## config.mk

```make
export PLATFORM = sky130hd
export DESIGN_NAME = quad_count_decoder
export DESIGN_NICKNAME = d
export VERILOG_FILES = /design/src/rtl/qdec_pkg.sv /design/src/rtl/qdec_tick.sv /design/src/rtl/qdec_filter.sv /design/src/rtl/qdec_decode.sv /design/src/rtl/quad_count_decoder.sv
export SDC_FILE = /design/constraint.sdc
export NUM_CORES = 1
export LEC_CHECK = 0
export ABC_AREA = 1
export BUFFER_PORTS_ARGS = -buffer_cell sky130_fd_sc_hd__buf_2
export CAP_MARGIN = 30
export CORE_MARGIN = 3
export CORE_UTILIZATION = 45
export DETAILED_ROUTE_END_ITERATION = 6
export PLACE_DENSITY = 0.7
export SYNTH_ARGS = -nofsm -noshare
export SYNTH_HDL_FRONTEND = slang
export SYNTH_SLANG_ARGS = --single-unit
```

## constraint.sdc

```tcl
create_clock -name clk -period 1.8 [get_ports clk]
set_input_delay 0.18 -clock clk [delete_from_list [all_inputs] [get_ports clk]]
set_output_delay 0.18 -clock clk [all_outputs]
set_load 0.01 [all_outputs]
```

## src/rtl/qdec_pkg.sv

```systemverilog
package qdec_pkg;

  typedef enum logic [1:0] {
    MODE_PULSE_DIR = 2'b00,
    MODE_QX1       = 2'b01,
    MODE_QX2       = 2'b10,
    MODE_QX4       = 2'b11
  } qmode_e;

  typedef enum logic [1:0] {
    STEP_NONE = 2'b00,
    STEP_FWD  = 2'b01,
    STEP_BAD  = 2'b10,
    STEP_BACK = 2'b11
  } step_e;

  // Position of an (A,B) pair on the forward cycle 00,10,11,01.
  function automatic logic [1:0] phase_of(input logic a, input logic b);
    return {b, a ^ b};
  endfunction

  // Classify the move between two phases by their difference modulo four.
  function automatic step_e classify(input logic [1:0] old_ph,
                                     input logic [1:0] new_ph);
    logic [1:0] diff;
    diff = new_ph - old_ph;
    return step_e'(diff);
  endfunction

endpackage

```

## src/rtl/qdec_tick.sv

```systemverilog
module qdec_tick #(
  parameter int PSC_W = 8
) (
  input  logic             clk,
  input  logic             rst_n,
  input  logic [PSC_W-1:0] psc_value,
  input  logic             psc_load,
  output logic             tick
);
  logic [PSC_W-1:0] psc_q;
  logic [PSC_W-1:0] cnt_q;

  assign tick = (cnt_q == '0);

  always_ff @(posedge clk or negedge rst_n) begin
    if (!rst_n) begin
      psc_q <= '0;
      cnt_q <= '0;
    end else if (psc_load) begin
      psc_q <= psc_value;
      cnt_q <= '0;
    end else if (tick) begin
      cnt_q <= psc_q;
    end else begin
      cnt_q <= cnt_q - 1'b1;
    end
  end

  assert_load_restart_R8: assert property (@(posedge clk) disable iff (!rst_n)
    psc_load |=> tick);

  assert_zero_every_cycle_R8: assert property (@(posedge clk) disable iff (!rst_n)
    (tick && psc_q == '0 && !psc_load) |=> tick);

endmodule

```

## src/rtl/qdec_filter.sv

```systemverilog
module qdec_filter #(
  parameter int SYNC_STAGES = 2
) (
  input  logic clk,
  input  logic rst_n,
  input  logic tick,
  input  logic raw,
  output logic level
);
  logic [SYNC_STAGES-1:0] sync_q;
  logic                   sample_q;
  logic                   synced;
  logic                   agree;

  assign synced = sync_q[SYNC_STAGES-1];
  assign agree  = (synced == sample_q);

  always_ff @(posedge clk or negedge rst_n) begin
    if (!rst_n) begin
      sync_q   <= '0;
      sample_q <= 1'b0;
      level    <= 1'b0;
    end else begin
      sync_q <= {sync_q[SYNC_STAGES-2:0], raw};
      if (tick) begin
        sample_q <= synced;
        if (agree) level <= synced;
      end
    end
  end

  assert_hold_between_ticks_R7: assert property (@(posedge clk) disable iff (!rst_n)
    !tick |=> $stable(level));

  assert_needs_two_samples_R7: assert property (@(posedge clk) disable iff (!rst_n)
    (tick && !agree) |=> $stable(level));

endmodule

```

## src/rtl/qdec_decode.sv

```systemverilog
module qdec_decode
  import qdec_pkg::*;
(
  input  logic       clk,
  input  logic       rst_n,
  input  logic [1:0] mode,
  input  logic       count_en,
  input  logic       err_clear,
  input  logic       lvl_a,
  input  logic       lvl_b,
  output logic       count_up,
  output logic       count_down,
  output logic       dir_up,
  output logic       noise_err
);
  logic  a_q, b_q;
  logic  a_rise, a_fall, a_chg;
  logic  quad_mode;
  step_e step;
  logic  bad_step;
  logic  want_up, want_dn;
  logic  hit_up, hit_dn;

  assign a_rise    = lvl_a & ~a_q;
  assign a_fall    = ~lvl_a & a_q;
  assign a_chg     = lvl_a ^ a_q;
  assign quad_mode = (mode != MODE_PULSE_DIR);
  assign step      = classify(phase_of(a_q, b_q), phase_of(lvl_a, lvl_b));
  assign bad_step  = quad_mode && (step == STEP_BAD);

  always_comb begin
    want_up = 1'b0;
    want_dn = 1'b0;
    unique case (mode)
      MODE_PULSE_DIR: begin
        want_up = a_rise & lvl_b;
        want_dn = a_rise & ~lvl_b;
      end
      MODE_QX1: begin
        want_up = (step == STEP_FWD)  && a_rise;
        want_dn = (step == STEP_BACK) && a_fall;
      end
      MODE_QX2: begin
        want_up = (step == STEP_FWD)  && a_chg;
        want_dn = (step == STEP_BACK) && a_chg;
      end
      default: begin
        want_up = (step == STEP_FWD);
        want_dn = (step == STEP_BACK);
      end
    endcase
  end

  assign hit_up = want_up & count_en;
  assign hit_dn = want_dn & count_en;

  always_ff @(posedge clk or negedge rst_n) begin
    if (!rst_n) begin
      a_q        <= 1'b0;
      b_q        <= 1'b0;
      count_up   <= 1'b0;
      count_down <= 1'b0;
      dir_up     <= 1'b1;
      noise_err  <= 1'b0;
    end else begin
      a_q        <= lvl_a;
      b_q        <= lvl_b;
      count_up   <= hit_up;
      count_down <= hit_dn;
      if (hit_up)      dir_up <= 1'b1;
      else if (hit_dn) dir_up <= 1'b0;
      if (bad_step)       noise_err <= 1'b1;
      else if (err_clear) noise_err <= 1'b0;
    end
  end

  assert_pd_rise_counts_R2: assert property (@(posedge clk) disable iff (!rst_n)
    (mode == MODE_PULSE_DIR && a_rise && count_en) |=> (count_up || count_down));

  assert_bad_no_count_R9: assert property (@(posedge clk) disable iff (!rst_n)
    bad_step |=> (!count_up && !count_down));

  assert_bad_sets_err_R9: assert property (@(posedge clk) disable iff (!rst_n)
    bad_step |=> noise_err);

  assert_err_sticky_R10: assert property (@(posedge clk) disable iff (!rst_n)
    (noise_err && !err_clear) |=> noise_err);

  assert_gate_off_R11: assert property (@(posedge clk) disable iff (!rst_n)
    !count_en |=> (!count_up && !count_down && $stable(dir_up)));

  assert_dir_follows_R6: assert property (@(posedge clk) disable iff (!rst_n)
    (count_up |-> dir_up) and (count_down |-> !dir_up));

  assert_one_cycle_R12: assert property (@(posedge clk) disable iff (!rst_n)
    !(count_up && count_down));

endmodule

```

## src/rtl/quad_count_decoder.sv

```systemverilog
module quad_count_decoder #(
  parameter int PSC_W       = 8,
  parameter int SYNC_STAGES = 2
) (
  input  logic             clk,
  input  logic             rst_n,
  input  logic             enc_a,
  input  logic             enc_b,
  input  logic [1:0]       mode,
  input  logic             count_en,
  input  logic [PSC_W-1:0] psc_value,
  input  logic             psc_load,
  input  logic             err_clear,
  output logic             count_up,
  output logic             count_down,
  output logic             dir_up,
  output logic             noise_err
);
  localparam int NUM_IN = 2;

  logic              tick;
  logic [NUM_IN-1:0] raw_vec;
  logic [NUM_IN-1:0] lvl_vec;

  assign raw_vec = {enc_b, enc_a};

  qdec_tick #(.PSC_W(PSC_W)) u_tick (
    .clk       (clk),
    .rst_n     (rst_n),
    .psc_value (psc_value),
    .psc_load  (psc_load),
    .tick      (tick)
  );

  for (genvar gi = 0; gi < NUM_IN; gi++) begin : g_in
    qdec_filter #(.SYNC_STAGES(SYNC_STAGES)) u_filter (
      .clk   (clk),
      .rst_n (rst_n),
      .tick  (tick),
      .raw   (raw_vec[gi]),
      .level (lvl_vec[gi])
    );
  end

  qdec_decode u_decode (
    .clk        (clk),
    .rst_n      (rst_n),
    .mode       (mode),
    .count_en   (count_en),
    .err_clear  (err_clear),
    .lvl_a      (lvl_vec[0]),
    .lvl_b      (lvl_vec[1]),
    .count_up   (count_up),
    .count_down (count_down),
    .dir_up     (dir_up),
    .noise_err  (noise_err)
  );

endmodule

```

Word level (Yosys, flattened, before mapping)
Cells that the tools add are included.
{"block": "word_totals", "output_inout_bits": 4, "in_bits": 17, "elab_cells": 55, "ff_bits": 30}
{"block": "classes", "n_bitwise": 12, "add_sub_neg": 2, "muxes": 8, "reduce_logical": 12, "n_eq_ne": 7}
{"cell": "8-bit 2-to-1 mux", "n": 2}
{"cell": "8-bit logical NOT", "n": 1}
{"cell": "8-bit by 1-bit subtractor with 8-bit output (second input constant)", "n": 1}
{"cell": "1-bit bitwise AND", "n": 6}
{"cell": "2-bit equality test (second input constant)", "n": 3}
{"cell": "1-bit one-hot mux with 3 select lines", "n": 2}
{"cell": "2-bit nonzero test", "n": 3}
{"cell": "1-bit logical AND", "n": 5}
{"cell": "2-bit by 1-bit equality test with 1-bit output (second input constant)", "n": 2}
{"cell": "1-bit 2-to-1 mux", "n": 4}
{"cell": "2-bit AND reduction", "n": 2}
{"cell": "1-bit NOT", "n": 3}
{"cell": "1-bit XOR", "n": 3}
{"cell": "1-bit equality test", "n": 2}
{"cell": "2-bit logical NOT", "n": 1}
{"cell": "2-bit subtractor", "n": 1}

Logic depth before layout (Yosys ltp)
{"block": "depth", "ltp_word": 8, "mapped_depth": 11, "mapped_depth_nobuf": 11}

Hierarchy
Synthesis repeated with hierarchy kept, for this count alone.
{"block": "hier_totals", "cells_unflattened": 193, "area_unflattened_um2": 1531.5}
{"mod": "qdec_tick", "cells_each": 112, "seq_area_each_um2": 400.4, "area_each_um2": 843.3, "n_inst": 1}
{"mod": "qdec_decode", "cells_each": 51, "seq_area_each_um2": 151.4, "area_each_um2": 402.9, "n_inst": 1}
{"mod": "qdec_filter", "cells_each": 15, "seq_area_each_um2": 100.1, "area_each_um2": 142.6, "n_inst": 2}

Worst setup path after synthesis
Ideal clock, no wire load.
{"block": "synth_timing", "path_type": "flip-flop to flip-flop", "from": "register u_tick.cnt_q[0]", "to": "register g_in[1].u_filter.level", "path_stages_with_launch": 10, "slack_ns": 0.462, "t_required_ns": 1.675, "period_less_slack_ns": 1.338, "arrival_ns": 1.213, "n_path_buf": 0, "cell_sequence": "dfrtp_1 -> inv_1 -> ha_1 -> nand2_2 -> nor2_4 -> inv_2 -> nor2_4 -> inv_1 -> o21ai_0 -> o21ai_1"}
{"block": "synth_between", "elab_chain_len": 2}
{"item": "from (decl)", "line": "qdec_tick.sv:11", "rtl": "logic [PSC_W-1:0] cnt_q;"}
{"item": "from (signal assigned)", "line": "qdec_tick.sv:23", "rtl": "cnt_q <= psc_q;"}
{"item": "from (signal assigned)", "line": "qdec_tick.sv:25", "rtl": "cnt_q <= cnt_q - 1'b1;"}
{"item": "8-bit logical NOT", "line": "qdec_tick.sv:13", "rtl": "assign tick = (cnt_q == '0);"}
{"item": "2-bit AND reduction (no source line)"}
{"item": "to (signal assigned)", "line": "qdec_filter.sv:27", "rtl": "if (agree) level <= synced;"}
{"item": "to (decl)", "line": "qdec_filter.sv:8", "rtl": "output logic level"}
No other way between the ends.
A chain may end at the register's enable or synchronous reset.

Worst setup path after layout
{"block": "layout_timing", "from": "register u_tick.cnt_q[0]", "to": "register u_tick.cnt_q[5]"}
{"block": "layout_between", "elab_chain_len": 3, "elab_cells_between_ends": 4, "cone_classes": "add/sub (1); mux (2); reduce/logical (1)"}
{"item": "8-bit by 1-bit subtractor with 8-bit output / 8-bit logical NOT (equally long branches)", "line": "qdec_tick.sv:25, qdec_tick.sv:13"}
{"item": "8-bit 2-to-1 mux *", "line": "qdec_tick.sv:22", "rtl": "end else if (tick) begin"}
{"item": "8-bit 2-to-1 mux *", "line": "qdec_tick.sv:19", "rtl": "end else if (psc_load) begin"}
Mark *: on every way between the ends. The rest lies on a longest branch, timed or not.

==> results.py <==
metrics = {
    "sta": {
        "whs_ns": 0.0245,
        "clock_skew_ns": 0.0108,
        "setup_tns_ns": 0,
        "maxSlewViolCount": 0,
        "final-setup-viol-count": 0,
        "hold_violations": 0,
        "rsz0062_at_grt": "false",
        "period_minus_slack_ns": 1.53,
        "tightest_slew_ns": 0.651,
        "slew-limit-headroom": 0.566,
        "fmax_mhz": 653,
        "period_share": 0.850,
    },
    "synthesis": {
        "synth_top_area_frac": 0.514,
        "netlist_instances": 161,
        "yosysMostFrequentCell": "nand2_1",
        "yosysUniqueCellTypes": 20,
        "synth_edf_count": 0,
        "synth_area_leader_cell": "dfrtp_1",
        "avgSynthCellArea_sq_um": 8.77,
        "synth_nets": 185,
        "ys_seq_area_frac": 0.532,
        "syn_area_sq_mm": 0.00141,
        "ys.warnings.count": 0,
        "ys_top_cells_by_count": "nand2_1, dfrtp_1, inv_1, o21ai_0, nor2_1",
        "synth-main-ff-cell": "dfrtp_1",
        "synth_area_leaders": "dfrtp_1, nand2_1, inv_1, ha_1, o21ai_0",
        "async_flop_share": 1.00,
        "ys_seq_elements": 30,
    },
    "floorplanning": {
        "die_height_microns": 62.0,
        "ios": 21,
        "num_rows": 19,
        "dieArea_sq_mm": 0.00385,
        "core-area_sq_mm": 0.00288,
        "fp.dieW_microns": 62.0,
        "initial_core_util": 0.491,
    },
    "placement": {
        "gp_congestion": 0.819,
        "hpwl_microns": 1750,
        "portBuffers": 20,
    },
    "routing": {
        "drc_errors": 0,
        "dr.pass1.iters": 4,
        "viasPerCell": 4.67,
        "antenna_left": 0,
        "avgRoutedWirePerCell_microns": 10.5,
        "finalWirelength_microns": 2450,
        "vias": 1088,
        "initialDrtViolationCount": 33,
    },
    "clock_tree": {
        "cts_made_buffers": 5,
        "worstSkewPairLatency_ns": 0.33,
        "htreeDepth": 2,
        "cts_root_buf": "clkbuf_4",
        "tritoncts": "built",
        "cts.sinks": 30,
        "cts_buffer_depth": 2,
        "cts.clk_slew.worst_paths_ns": 0.10,
    },
    "global_route": {
        "grt_max_degree": 31,
        "antenna_found_initial": 0,
        "grt.total_usage": 0.154,
        "grt_pass1_wl_microns": 4240,
        "grt_pass1_vias": 1014,
        "overflow": 0,
    },
    "setup_path": {
        "path_max_fanout": 11,
        "crit_path_top_delay_cell": "dfrtp_1",
        "critPathLaunchType": "register",
        "cp_num_buf_inv": 4,
        "crit_family": "buffers and inverters",
        "crit_arrival_ns": 1.75,
        "crit_path_end_kind": "register",
        "crit_chain": "inv_1 > ha_1 > nand2_2 > nor2_4 > inv_2 > nor2_4 > buf_4 > a21oi_1 > o21ai_0 > inv_1",
        "worstSetupPathType": "register to register",
        "max_stage_delay_ns": 0.37,
        "crit_required_ns": 2.02,
    },
    "cells_and_area": {
        "nNetsFinal": 214,
        "n_fill_cell": 260,
        "seq_area_sq_um": 752,
        "area_growth_pct": 20.3,
        "drive_above_1_share": 0.194,
        "final_util": 0.591,
        "multi_input_area_sq_um": 537,
        "antenna-diode-count": 0,
    },
    "power": {
        "max-vdd-ir-drop_v": 0.000868,
        "leakage_nw": 0.917,
        "power_density_mw_per_mm2": 1610,
    },
    "hold_path": {
        "hold_class": "input pin to register",
    },
    "job": {
        "max-cap-violations": 0,
    },
    "run_status": {
        "status": "finished clean",
    },
}
## flip-flops by register name (all words and copies together), names as in the netlist, 2 cells and up
signal,flops
g_in.u_filter.level,2
g_in.u_filter.sample_q,2
g_in.u_filter.sync_q,4
u_tick.cnt_q,8
u_tick.psc_q,8
## metal layers
layer | GRT usage | share of wire | vias up
li1 | - | - | 567
met1 | 0.204 | 0.47 | 485
met2 | 0.220 | 0.45 | 30
met3 | 0.0579 | 0.059 | 6
met4 | 0.0758 | 0.020 | 0
met5 | 0 | 0 | -
## layout by cell type, fill, tap and decap left out, drive strengths merged
| cell | count |
|---|---|
| nand2 | 36 |
| dfrtp | 29 |
| inv | 29 |
| buf | 21 |
| o21ai | 18 |
| nor2 | 13 |
| nand3 | 7 |
| a21oi | 7 |
| ha | 7 |
| clkbuf | 6 |
| nand4 | 4 |
| xor2 | 3 |
| dlygate4sd3 | 3 |
| xnor2 | 2 |
| o22ai | 2 |
| bufinv | 2 |
| or2 | 1 |
| dfstp | 1 |
## report_power, final
part           leakage, nW  switching, mW  internal (mW)
sequential           0.372          0.128          0.871
combinational        0.487          0.620          0.407
clock               0.0585          0.237          0.470
total                0.917          0.985           1.75
## path summary, 6_finish.rpt
| kind | start | end | slack, ns | cells after the start |
|---|---|---|---|---|
| worst max register to register | u_tick.cnt_q[0] | u_tick.cnt_q[5] | 0.27 | 10 |
| max in group asynchronous | rst_n | u_decode.count_down | 0.95 | 2 |
| worst max-delay path | u_tick.cnt_q[0] | u_tick.cnt_q[5] | 0.27 | 10 |
| worst min register to register | g_in[0].u_filter.sync_q[0] | g_in[0].u_filter.sync_q[1] | 0.35 | 0 |
| worst min-delay path | err_clear | u_decode.noise_err | 0.02 | 2 |
| min in group asynchronous | rst_n | g_in[0].u_filter.level | 0.42 | 2 |
## final cells by class
| cell class | count | area share |
|---|---|---|
| Sequential cell | 30 | 0.443 |
| Multi-Input combinational cell | 100 | 0.316 |
| Timing Repair Buffer | 24 | 0.0810 |
| Inverter | 29 | 0.0641 |
| Clock inverter | 2 | 0.0353 |
| Tap cell | 42 | 0.0309 |
| Clock buffer | 6 | 0.0302 |
## logic make-up after synthesis
logic type / Yosys count / share of synthesized area
fa+ha+maj: 7 / 0.0620
flops: 30 / 0.532
simple gates: 61 / 0.190
compound gates: 27 / 0.0974
xor+xnor: 5 / 0.0310
buf+inv: 31 / 0.0877
## what timing repair did
| action | CTS | global route |
|---|---|---|
| hold endpoints to repair | 31 | 0 |
| endpoints found under the setup margin | 0 | 0 |
| hold buffers | 3 | 0 |
| resized for setup | 0 | 0 |
| setup buffers | 0 | 0 |
## metrics by stage
step / total power [mW] / instances / setup slack (ns) / instance area (sq um)
after floorplan: 1.80 / 161 / 0.462 / 1410
after global placement: 2.01 / 222 / 0.338 / 1560
after detailed placement: 2.02 / 222 / 0.322 / 1560
after CTS: 2.76 / 233 / 0.268 / 1700
after global routing: 3.00 / 233 / 0.128 / 1700
final: 2.73 / 233 / 0.269 / 1700
Power figures use the tool's default switching activity.
